## src/rtl/rm_pkg.sv

```systemverilog
package rm_pkg;
  typedef enum logic {
    RM_DIRECT = 1'b0,
    RM_SPREAD = 1'b1
  } rm_mode_e;
endpackage

```

## src/rtl/rm_counter.sv

```systemverilog
module rm_counter #(
  parameter int CNT_W = 5
) (
  input  logic             clk,
  input  logic             rst_n,
  output logic [CNT_W-1:0] cnt_o,
  output logic             wrap_o
);
  localparam logic [CNT_W-1:0] CNT_MAX = {CNT_W{1'b1}};

  logic [CNT_W-1:0] cnt_q;
  logic [CNT_W-1:0] cnt_d;

  always_comb begin
    cnt_d = cnt_q + 1'b1;
  end

  always_ff @(posedge clk or negedge rst_n) begin
    if (!rst_n) begin
      cnt_q <= '0;
    end else begin
      cnt_q <= cnt_d;
    end
  end

  assign cnt_o  = cnt_q;
  assign wrap_o = (cnt_q == CNT_MAX);
endmodule

```

## src/rtl/rm_rate_latch.sv

```systemverilog
module rm_rate_latch
  import rm_pkg::*;
#(
  parameter int CNT_W = 5
) (
  input  logic             clk,
  input  logic             rst_n,
  input  logic             load_i,
  input  logic [CNT_W-1:0] rate_i,
  input  logic             spread_i,
  output logic [CNT_W-1:0] rate_o,
  output rm_mode_e         mode_o
);
  logic [CNT_W-1:0] rate_q, rate_d;
  rm_mode_e         mode_q, mode_d;

  always_comb begin
    rate_d = rate_q;
    mode_d = mode_q;
    if (load_i) begin
      rate_d = rate_i;
      mode_d = spread_i ? RM_SPREAD : RM_DIRECT;
    end
  end

  always_ff @(posedge clk or negedge rst_n) begin
    if (!rst_n) begin
      rate_q <= '0;
      mode_q <= RM_DIRECT;
    end else begin
      rate_q <= rate_d;
      mode_q <= mode_d;
    end
  end

  assign rate_o = rate_q;
  assign mode_o = mode_q;
endmodule

```

## src/rtl/rm_compare.sv

```systemverilog
module rm_compare
  import rm_pkg::*;
#(
  parameter int CNT_W = 5
) (
  input  logic [CNT_W-1:0] cnt_i,
  input  logic [CNT_W-1:0] rate_i,
  input  rm_mode_e         mode_i,
  output logic             hit_o
);
  logic [CNT_W-1:0] cnt_rev;
  logic [CNT_W-1:0] cmp_val;

  for (genvar b = 0; b < CNT_W; b++) begin : g_rev
    assign cnt_rev[CNT_W-1-b] = cnt_i[b];
  end

  always_comb begin
    cmp_val = (mode_i == RM_SPREAD) ? cnt_rev : cnt_i;
    hit_o   = (cmp_val < rate_i);
  end
endmodule

```

## src/rtl/rm_rate_mult.sv

```systemverilog
module rm_rate_mult
  import rm_pkg::*;
#(
  parameter int CNT_W = 5
) (
  input  logic             clk,
  input  logic             rst_n,
  input  logic [CNT_W-1:0] rate_i,
  input  logic             spread_i,
  output logic             pass_o
);
  logic [CNT_W-1:0] cnt_q;
  logic             wrap;
  logic [CNT_W-1:0] rate_q;
  rm_mode_e         mode_q;
  logic             spread_q;
  logic             hit;
  logic             pass_d;
  logic             pass_q;

  rm_counter #(.CNT_W(CNT_W)) u_cnt (
    .clk   (clk),
    .rst_n (rst_n),
    .cnt_o (cnt_q),
    .wrap_o(wrap)
  );

  rm_rate_latch #(.CNT_W(CNT_W)) u_latch (
    .clk     (clk),
    .rst_n   (rst_n),
    .load_i  (wrap),
    .rate_i  (rate_i),
    .spread_i(spread_i),
    .rate_o  (rate_q),
    .mode_o  (mode_q)
  );

  rm_compare #(.CNT_W(CNT_W)) u_cmp (
    .cnt_i (cnt_q),
    .rate_i(rate_q),
    .mode_i(mode_q),
    .hit_o (hit)
  );

  assign spread_q = (mode_q == RM_SPREAD);

  always_comb begin
    pass_d = hit;
  end

  always_ff @(posedge clk or negedge rst_n) begin
    if (!rst_n) begin
      pass_q <= 1'b0;
    end else begin
      pass_q <= pass_d;
    end
  end

  assign pass_o = pass_q;
endmodule

```

## config.mk

```make
export PLATFORM = sky130hd
export DESIGN_NAME = rm_rate_mult
export DESIGN_NICKNAME = d
export VERILOG_FILES = /design/src/rtl/rm_pkg.sv /design/src/rtl/rm_counter.sv /design/src/rtl/rm_rate_latch.sv /design/src/rtl/rm_compare.sv /design/src/rtl/rm_rate_mult.sv
export SDC_FILE = /design/constraint.sdc
export NUM_CORES = 1
export LEC_CHECK = 0
export ABC_AREA = 1
export BUFFER_PORTS_ARGS = -buffer_cell sky130_fd_sc_hd__buf_4
export CAP_MARGIN = 20
export CORE_AREA = 3 3 40 42
export DETAILED_ROUTE_END_ITERATION = 8
export DIE_AREA = 0 0 43 45
export GPL_ROUTABILITY_DRIVEN = 0
export PLACE_DENSITY = 0.64
export SLEW_MARGIN = 20
export SYNTH_ARGS = -nofsm -noshare
export SYNTH_HDL_FRONTEND = slang
export SYNTH_HIERARCHICAL = 1
export SYNTH_SLANG_ARGS = --single-unit
```

## constraint.sdc

```tcl
create_clock -name clk -period 2.83 [get_ports clk]
set_input_delay 0.1415 -clock clk [delete_from_list [all_inputs] [get_ports clk]]
set_output_delay 0.1415 -clock clk [all_outputs]
set_load 0.1 [all_outputs]
```

==> key figures <==
Logic synthesis
  • Dominant cell type by area after synthesis: dfrtp_1
  • Post-synth top cells: nand2_1 (29), dfrtp_1 (12), inv_1 (10)
  • Syn Inst Count: 74
  • Mapped cell area: 603 um2
  • Asr flop ratio synth: 100%
  • Post-synth EDFFs: 0
  • Syn Nets: 88
  • Unique masters post-synth: 12
  • Synthesized area per cell: 8.15 um2
  • Seq/Total Area, Yosys: 49.8%
  • #FFs+latches synth: 12
  • Synth Flop Type: dfrtp_1
  • Most common cell in the synthesized netlist: nand2_1
  • Yosys warns: 6
  • Synth top area cells: dfrtp_1 (50%), nand2_1 (18%), ha_1 (12%)
  • Top cell type's share of synthesized area: 49.8%

Drt
  • DR WL/cell: 10.6 um
  • Via/cell ratio: 4.64
  • Post-Route WL: 1.06 mm
  • Detailed router's first-iteration violation count: 8
  • 1st-pass router iterations: 4
  • DRC violations left: 0
  • Via count: 464
  • DRT antenna net count: 0

Clocking
  • Clk Latency, worst-skew pair: 270 ps
  • Post-CTS setup buffer count: 0
  • TritonCTS clock tree: built
  • Root Driver: clkbuf_4
  • Clock transition at path regs: 70 ps
  • Clock tree buffer depth: 2
  • Post-CTS sizing: 0
  • Clock sink total: 12
  • Num CTS Buffers: 3
  • H-Tree Level Count: 1

Timing
  • Max-slew headroom: 81.6%
  • Final Hold Viols: 0
  • Final Max Slew Viols: 0
  • Fmax: 710 MHz
  • Setup TNS Final: 0 ps
  • Worst-Margin Slew: 278 ps
  • Crit path time final: 1410 ps
  • RSZ-0062 raised after global routing: no
  • Final Cycle Share: 49.8%
  • Clock Skew: 5.37 ps
  • Setup violators final: 0

Floorplanning
  • Top Ports: 9
  • Num rows: 13
  • Core Footprint: 1280 um2
  • Die ar.: 1940 um2
  • Chip width: 43 um
  • Die Y: 45 um
  • Initial core utilization: 46.9%

Setup path
  • Startpoint types: flop
  • CP cell instances: ha_1, nand2_1, nor2_1, ha_1, inv_2, nand2_1, nand2_1
  • Critical-path top delay cell: dfrtp_1
  • WP data arrival: 1570 ps
  • Crit path required time: 2990 ps
  • Critical setup path kind: flop to flop
  • WP buf/inv: 1
  • CP max stage delay: 420 ps
  • CP Capture Type: flop
  • CP delay by family, top: adder cells
  • Critical path fanouts, max: 7
  • Most frequent CP cell: nand2_1

Cells and area
  • Synth-to-Final Area Change: 17.6%
  • Fillers: 119
  • Final Net Count: 101
  • Non-Filler Cell Area, Final: 709 um2
  • Layout cells sized above 1: 14.1%
  • # diodes: 0
  • Finished Layout Cells: 100

Placement
  • Placed Area: 677 um2
  • Dpl hpwl: 824 um
  • Cells after DPL: 96
  • IO buf count: 8

Power
  • Leakage: 0.000402 uW
  • Peak supply drop: 0.000222 V
  • Pwr Density: 451 nW/um2

Global routing
  • GRT Util Overall: 14.1%
  • Vias in the first global route: 475
  • Global-route wire length before repair: 1.97 mm
  • Total grt overflow: 0
  • Pin count of the biggest net entering global routing: 13
  • Initial antenna violation count: 0

Run
  • Max-cap violations: 0

Worst hold path
  • HP Class: input pin to flop

Outcome
  • Status: completed
## power by group
part	internal [uW]	switching [uW]
clock network	49.2	52.8
logic	14.6	22.2
registers	177	4.10
## cell families (layout without fill, tap and decap cells)
logic type	after synthesis	after routing	share of synthesized area, %
AND/OR/NAND/NOR	39	39	25.3
flip-flops	12	12	49.8
adder cells (fa/ha/maj)	6	6	12.4
buffers and inverters	12	23	7.68
XOR/XNOR	1	1	1.45
AO/OA/AOI/OAI	4	4	3.32
## worst register-to-register path: cells and delay by family (launching register included)
family | cells | cell delay [ps]
and+or+nand+nor | 4 | 280
adders and majority gates | 2 | 510
DFF | 1 | 420
buffers and inverters | 1 | 100
## state kept, by name (all words and copies together), names as in the netlist
signal and flops:
pass_o 1, u_cnt/cnt_o 5, u_latch/mode_o 1, u_latch/rate_o 5
## cell usage in the layout, fill, tap and decap left out, drive strengths merged
cell type,count
buf,8
clkbuf,3
a21oi,3
ha,6
nor2,7
xor2,1
nand3,1
o21ai,1
nand2,29
dfrtp,12
dlygate4sd3,1
inv,11
nand4,2
## what timing repair did
item,4_1_cts,5_1_grt
hold buffers,1,0
setup endpoints to repair,0,0
hold endpoints to repair,12,0
## area by class of cell
class	count	area, um2	area share [%]
multi-input combinational	50	256	36.2
sequential	12	300	42.3
clock buffer	3	22.5	3.17
tap	15	18.8	2.65
inverter	11	41.3	5.82
timing repair buffer	9	70.1	9.88
## final timing paths
path	start	to	depth (start not counted)	slack, ps
max in group asynchronous	rst_n	u_cnt/cnt_o[4]	2	2430
min	rate_i[3]	u_latch/rate_o[3]	3	70
max	u_cnt/cnt_o[0]	u_latch/mode_o	7	1420
min reg2reg	u_latch/rate_o[4]	u_latch/rate_o[4]	2	490
max reg2reg	u_cnt/cnt_o[0]	u_latch/mode_o	7	1420
min in group asynchronous	rst_n	u_latch/rate_o[0]	2	240
## per-stage QoR
| step | total power [uW] | hold slack, ps | utilization [%] | worst slack [ps] |
|---|---|---|---|---|
| final | 320 | 65.9 | 55.2 | 1420 |
| after global routing | 338 | 59.2 | 55.2 | 1260 |
| after floorplan | 205 | -154 | - | 1560 |
| after CTS | 326 | 58.6 | 55.2 | 1390 |
| after global placement | 220 | -12.1 | 52.7 | 1490 |
| after detailed placement | 221 | -9.61 | 52.7 | 1400 |
## per-layer routing
layer | GRT usage, % | routed length, um | vias up
met5 | 0 | 0 | -
met4 | 9.04 | 19 | 0
met3 | 3.59 | 51 | 4
met2 | 21.3 | 485 | 10
met1 | 18.1 | 500 | 198
li1 | - | - | 252
Power figures use the tool's default switching activity.
